File: src/rtl/spi_baud_pkg.sv
package spi_baud_pkg;

   typedef enum logic [0:0] {
      ST_IDLE   = 1'b0,
      ST_SEARCH = 1'b1
   } srch_state_t;

   // classification of one fine-divider candidate
   typedef enum logic [1:0] {
      VD_BELOW = 2'd0,   // candidate under the legal window (rate too fast)
      VD_FIT   = 2'd1,   // candidate inside the window
      VD_ABOVE = 2'd2    // candidate over the window, try next coarse step
   } verdict_t;

endpackage

File: src/rtl/baud_probe.sv
module baud_probe
   import spi_baud_pkg::*;
#(
   parameter int RATIO_W   = 16,
   parameter int PRESC_W   = 2,
   parameter int BRG_W     = 6,
   parameter int BRG_FLOOR = 4
) (
   input  logic [RATIO_W-1:0] ratio_i,
   input  logic [PRESC_W-1:0] presc_i,
   output verdict_t           verdict_o,
   output logic [BRG_W-1:0]   brg_fit_o
);

   localparam int NCAND    = 2 ** PRESC_W;
   localparam int BRG_CEIL = (2 ** BRG_W) - 1;
   localparam logic [RATIO_W-1:0] LO_LIM = RATIO_W'(BRG_FLOOR + 1);
   localparam logic [RATIO_W-1:0] HI_LIM = RATIO_W'(BRG_CEIL + 1);

   logic [RATIO_W-1:0] cand [NCAND];
   logic [RATIO_W-1:0] sel;

   // one shifter per coarse step; the 4 << d divisor becomes a shift by d+2
   for (genvar g = 0; g < NCAND; g++) begin : g_cand
      assign cand[g] = ratio_i >> (g + 2);
   end

   assign sel = cand[presc_i];

   always_comb begin
      if (sel < LO_LIM)
         verdict_o = VD_BELOW;
      else if (sel <= HI_LIM)
         verdict_o = VD_FIT;
      else
         verdict_o = VD_ABOVE;
   end

   // sel is in [FLOOR+1, CEIL+1]; low bits minus one wrap correctly at CEIL+1
   assign brg_fit_o = sel[BRG_W-1:0] - BRG_W'(1);

endmodule

File: src/rtl/baud_search_fsm.sv
module baud_search_fsm
   import spi_baud_pkg::*;
#(
   parameter int RATIO_W   = 16,
   parameter int PRESC_W   = 2,
   parameter int BRG_W     = 6,
   parameter int BRG_FLOOR = 4
) (
   input  logic               clk,
   input  logic               rst_n,
   input  logic               start_i,
   input  logic [RATIO_W-1:0] ratio_i,
   input  verdict_t           verdict_i,
   input  logic [BRG_W-1:0]   brg_fit_i,
   output logic [RATIO_W-1:0] ratio_q_o,
   output logic [PRESC_W-1:0] presc_q_o,
   output logic               done_o,
   output logic [PRESC_W-1:0] presc_o,
   output logic [BRG_W-1:0]   brg_o,
   output logic               clamp_o
);

   localparam logic [PRESC_W-1:0] PRESC_LAST = {PRESC_W{1'b1}};
   localparam logic [BRG_W-1:0]   BRG_TOP    = {BRG_W{1'b1}};
   localparam logic [BRG_W-1:0]   BRG_BOT    = BRG_W'(BRG_FLOOR);

   srch_state_t        state_q;
   logic [RATIO_W-1:0] ratio_q;
   logic [PRESC_W-1:0] step_q;

   always_ff @(posedge clk) begin
      if (!rst_n) begin
         state_q <= ST_IDLE;
         ratio_q <= '0;
         step_q  <= '0;
         done_o  <= 1'b0;
         presc_o <= '0;
         brg_o   <= '0;
         clamp_o <= 1'b0;
      end else begin
         done_o <= 1'b0;
         unique case (state_q)
            ST_IDLE: begin
               if (start_i) begin
                  ratio_q <= ratio_i;
                  step_q  <= '0;
                  state_q <= ST_SEARCH;
               end
            end
            ST_SEARCH: begin
               unique case (verdict_i)
                  VD_BELOW: begin
                     presc_o <= step_q;
                     brg_o   <= BRG_BOT;
                     clamp_o <= 1'b1;
                     done_o  <= 1'b1;
                     state_q <= ST_IDLE;
                  end
                  VD_FIT: begin
                     presc_o <= step_q;
                     brg_o   <= brg_fit_i;
                     clamp_o <= 1'b0;
                     done_o  <= 1'b1;
                     state_q <= ST_IDLE;
                  end
                  default: begin
                     if (step_q == PRESC_LAST) begin
                        presc_o <= PRESC_LAST;
                        brg_o   <= BRG_TOP;
                        clamp_o <= 1'b1;
                        done_o  <= 1'b1;
                        state_q <= ST_IDLE;
                     end else begin
                        step_q <= step_q + 1'b1;
                     end
                  end
               endcase
            end
            default: state_q <= ST_IDLE;
         endcase
      end
   end

   assign ratio_q_o = ratio_q;
   assign presc_q_o = step_q;

   // the captured ratio cannot be replaced while a search runs
   a_r6_ratio_held: assert property (@(posedge clk) disable iff (!rst_n)
      (state_q == ST_SEARCH && start_i) |=> $stable(ratio_q));

   // an accepted start always begins at the smallest coarse step
   a_r5_first_step: assert property (@(posedge clk) disable iff (!rst_n)
      (state_q == ST_IDLE && start_i) |=> (step_q == '0 && state_q == ST_SEARCH));

   // a too-fast verdict is only possible at the first coarse step
   a_r2_below_only_first: assert property (@(posedge clk) disable iff (!rst_n)
      (state_q == ST_SEARCH && verdict_i == VD_BELOW) |-> step_q == '0);

   // done is a single-cycle pulse
   a_r7_done_pulse: assert property (@(posedge clk) disable iff (!rst_n)
      done_o |=> !done_o);

endmodule

File: src/rtl/spi_baud_search.sv
module spi_baud_search
   import spi_baud_pkg::*;
#(
   parameter int RATIO_W   = 16,
   parameter int PRESC_W   = 2,
   parameter int BRG_W     = 6,
   parameter int BRG_FLOOR = 4
) (
   input  logic               clk,
   input  logic               rst_n,
   input  logic               start_i,
   input  logic [RATIO_W-1:0] ratio_i,
   output logic               done_o,
   output logic [PRESC_W-1:0] presc_o,
   output logic [BRG_W-1:0]   brg_o,
   output logic               clamp_o
);

   localparam int NCAND    = 2 ** PRESC_W;
   localparam int BRG_CEIL = (2 ** BRG_W) - 1;

   // elaboration-time parameter checks
   if (PRESC_W < 1 || PRESC_W > 4) begin : g_bad_presc
      $error("spi_baud_search: PRESC_W out of supported range");
   end
   if (BRG_W < 2) begin : g_bad_brgw
      $error("spi_baud_search: BRG_W too small");
   end
   if (BRG_FLOOR < 1 || BRG_FLOOR >= BRG_CEIL) begin : g_bad_floor
      $error("spi_baud_search: BRG_FLOOR must lie below the fine divider maximum");
   end
   if (RATIO_W <= NCAND + 1) begin : g_bad_ratio
      $error("spi_baud_search: RATIO_W too narrow for the largest shift");
   end

   logic [RATIO_W-1:0] ratio_q;
   logic [PRESC_W-1:0] step_q;
   verdict_t           verdict;
   logic [BRG_W-1:0]   brg_fit;

   baud_probe #(
      .RATIO_W   (RATIO_W),
      .PRESC_W   (PRESC_W),
      .BRG_W     (BRG_W),
      .BRG_FLOOR (BRG_FLOOR)
   ) u_probe (
      .ratio_i   (ratio_q),
      .presc_i   (step_q),
      .verdict_o (verdict),
      .brg_fit_o (brg_fit)
   );

   baud_search_fsm #(
      .RATIO_W   (RATIO_W),
      .PRESC_W   (PRESC_W),
      .BRG_W     (BRG_W),
      .BRG_FLOOR (BRG_FLOOR)
   ) u_fsm (
      .clk       (clk),
      .rst_n     (rst_n),
      .start_i   (start_i),
      .ratio_i   (ratio_i),
      .verdict_i (verdict),
      .brg_fit_i (brg_fit),
      .ratio_q_o (ratio_q),
      .presc_q_o (step_q),
      .done_o    (done_o),
      .presc_o   (presc_o),
      .brg_o     (brg_o),
      .clamp_o   (clamp_o)
   );

   // every reported fine setting respects the floor
   a_r8_brg_floor: assert property (@(posedge clk) disable iff (!rst_n)
      done_o |-> brg_o >= BRG_W'(BRG_FLOOR));

   // a clamped result is one of the two limit settings
   a_r8_clamp_limits: assert property (@(posedge clk) disable iff (!rst_n)
      (done_o && clamp_o) |->
         ((presc_o == '0 && brg_o == BRG_W'(BRG_FLOOR)) ||
          (presc_o == {PRESC_W{1'b1}} && brg_o == {BRG_W{1'b1}})));

   // results hold between done pulses
   a_r7_hold: assert property (@(posedge clk) disable iff (!rst_n)
      !done_o |-> ($stable(presc_o) && $stable(brg_o) && $stable(clamp_o)));

endmodule

File: config.mk
export PLATFORM = sky130hd
export DESIGN_NAME = spi_baud_search
export DESIGN_NICKNAME = d
export VERILOG_FILES = /design/src/rtl/spi_baud_pkg.sv /design/src/rtl/baud_probe.sv /design/src/rtl/baud_search_fsm.sv /design/src/rtl/spi_baud_search.sv
export SDC_FILE = /design/constraint.sdc
export NUM_CORES = 1
export LEC_CHECK = 0
export BUFFER_PORTS_ARGS = -buffer_cell sky130_fd_sc_hd__buf_2
export CORE_ASPECT_RATIO = 1.4
export CORE_UTILIZATION = 50
export CTS_BUF_LIST = sky130_fd_sc_hd__clkbuf_8
export CTS_CLUSTER_SIZE = 24
export DETAILED_ROUTE_END_ITERATION = 10
export GPL_ROUTABILITY_DRIVEN = 0
export HOLD_SLACK_MARGIN = 0.1
export PLACE_DENSITY = 0.72
export SYNTH_ARGS = -nofsm -noshare
export SYNTH_HDL_FRONTEND = slang
export SYNTH_HIERARCHICAL = 1
export SYNTH_SLANG_ARGS = --single-unit
File: constraint.sdc
create_clock -name clk -period 7.81 [get_ports clk]
set_clock_uncertainty 0.15 [all_clocks]
set_input_delay 1.562 -clock clk [delete_from_list [all_inputs] [get_ports clk]]
set_output_delay 1.562 -clock clk [all_outputs]
set_load 0.05 [all_outputs]
==> impl_results.md <==
* Outcome: complete, no violations
* Fmax at 306 MHz
* Maximum clock path buffer count at 2
* Max VDD drop at 0.143 mV
* CP startpoint kind: flop
* Die width at 49.5 um
* Layout Nets at 210
* WP data arrival at 3.29 ns
* Row Count at 23
* Final min period at 3.26 ns
* Clock sinks at 27
* Post-layout util at 0.589
* GRT Resource Usage Total at 0.190
* Die area at 3400 um2
* R2R depth at 9
* YS warnings at 6
* DR iter-0 viols at 20
* Crit path max-delay family: flip-flops
* Placed cell area at 1680 um2
* Leakage at 0.769 nW
* First-pass GRT wire length at 5000 um
* Slew @ Worst Pin at 0.885 ns
* R2r setup slk at 4.55 ns
* Slew HR at 0.409
* Largest stage delay, worst path at 0.88 ns
* WL final at 2880 um
* Number of global-route vias before repair at 1194
* Fin. max-slew vios at 0
* TritonCTS clock tree: done
* Setup TNS at 0 ns
* DRC viols at 0
* Reg-to-Reg End: u_fsm/brg_o[2]
* Critical Path RT at 7.83 ns
* Min Hold Slack at 0.323 ns
* Mapped Nets at 189
* CP most frequent cell: inv_1
* Hold Path Depth at 2
* IO Count at 29
* Postcts setup bufs at 0
* Worst min-delay path class: flop to flop
* Antenna violations before repair at 0
* Maximum fanout along the worst path at 20
* Crit path kind: flop to flop
* Clock-pin slew of the registers on the worst-case setup and hold paths at 0.09 ns
* Fin area at 1730 um2
* Wire per inst at 12.9 um
* RSZ-0062 raised after global routing: false
* Crit end category: flop
* HP Start: u_fsm/ratio_q_o[15]
* Crit-path slowest cell: dfxtp_1
* Initial core utilization at 0.539
* Post-CTS resize count at 0
* Hold Fails Final Rpt at 0
* Setup WS pre-CTS at 4.53 ns
* I/O Buffers at 26
* Worst Hold Endpoint: u_fsm/ratio_q_o[15]
* Mapped Cells at 166
* Vias per cell at 5.54
* CTS H-tree depth at 1
* Total congestion overflow at 0
* Crit share post-route at 0.418
* Total CTS buffers at 3
* Antenna Nets Post-Route at 0
* Root Buffer: clkbuf_8
* Setup violators final at 0
* ANT cells at 0
* Worst skew pair latency at 0.27 ns
* First-pass DRT Iterations at 4
* Crit-path cells: mux4_2 > inv_1 > ha_1 > inv_1 > a2111oi_4 > o21ai_1 > and2b_2 > nand2_1 > o221a_2
* Core ar. at 2940 um2
* Pin count of the biggest net entering global routing at 30
* Mapped cell area at 1580 um2
* CTS Hold Buffers Added at 0
* Power Density at 198 nW/um2
* Height of the die at 68.5 um
* HPWL Detailed at 2200 um
* Fraction of layout cells with a size suffix above 1 at 0.274
* MaxCap Viol Count at 0
* Critical path buffer and inverter count at 2
* Avg Inst Size Synth at 9.53 um2
* Worst r2r src: u_fsm/presc_q_o[0]
* Via Count at 1236
* Final setup margin at 4.55 ns
* Area Overhead vs Synth at 9.34%
-- per-stage QoR --
stage,instances,power [mW]
after detailed placement,219,0.267
after CTS,223,0.345
after floorplan,166,0.250
after global placement,219,0.262
final,223,0.342
after global routing,223,0.362
-- power by group --
| group | switching [mW] | internal (mW) | total (mW) |
|---|---|---|---|
| combinational | 0.0589 | 0.0419 | 0.101 |
| sequential | 0.0137 | 0.149 | 0.163 |
| clock | 0.0433 | 0.0353 | 0.0785 |
| total | 0.116 | 0.226 | 0.342 |
-- routing by layer --
layer	vias to the layer above	track usage	share of wire
met5	-	0	0
met4	0	0.0429	0.0059
met3	2	0.0395	0.027
met2	21	0.383	0.54
met1	590	0.201	0.43
li1	623	-	-
-- sequential cells by signal (all words and copies together), names as in the netlist --
| register | flops |
|---|---|
| u_fsm/presc_o | 2 |
| u_fsm/ratio_q_o | 14 |
| u_fsm/presc_q_o | 2 |
| u_fsm/done_o | 1 |
| u_fsm/brg_o | 6 |
| u_fsm/state_q | 1 |
| u_fsm/clamp_o | 1 |
-- cell usage in the layout (no fill, tap or decap), types with 2 or more instances in the layout --
master,n
nor2_1,3
nor2b_1,2
o211a_1,7
a21oi_1,3
dfxtp_1,27
nand2b_1,5
ha_1,4
a21boi_2,8
clkbuf_8,3
o221a_2,4
xor2_1,3
buf_2,26
nor3_1,4
nand2_1,45
mux2i_1,4
a21boi_0,6
o22ai_1,2
mux4_2,6
inv_1,8
-- worst min-delay path: stages, from the launching register on --
cell	delay (ns)
dfxtp_1	0.32
nand2_1	0.05
a21boi_0	0.06
-- how the worst max path moves through the flow --
| stage | startpoint | to | slack (ns) | depth (start not counted) |
|---|---|---|---|---|
| 4_1_cts | u_fsm/presc_q_o[0] | u_fsm/brg_o[2] | 4.52 | 9 |
| 3_3_place_gp | u_fsm/presc_q_o[0] | u_fsm/brg_o[2] | 4.64 | 9 |
| 6_report | u_fsm/presc_q_o[0] | u_fsm/brg_o[2] | 4.55 | 9 |
| 5_1_grt | u_fsm/presc_q_o[0] | u_fsm/brg_o[2] | 4.31 | 9 |
| 3_5_place_dp | u_fsm/presc_q_o[0] | u_fsm/brg_o[2] | 4.53 | 9 |
| 2_1_floorplan | u_fsm/presc_q_o[1] | u_fsm/brg_o[2] | 4.96 | 10 |
-- final cells by class --
cell class / instances / area (um2)
repair buffers: 26 / 130
clock buffers: 3 / 41.3
fillers: 294 / 1210
well taps: 37 / 46.3
inverters: 8 / 30.0
multi-input cells: 121 / 937
clock inverters: 1 / 3.75
flip-flops and latches: 27 / 541
Power figures use the tool's default switching activity.
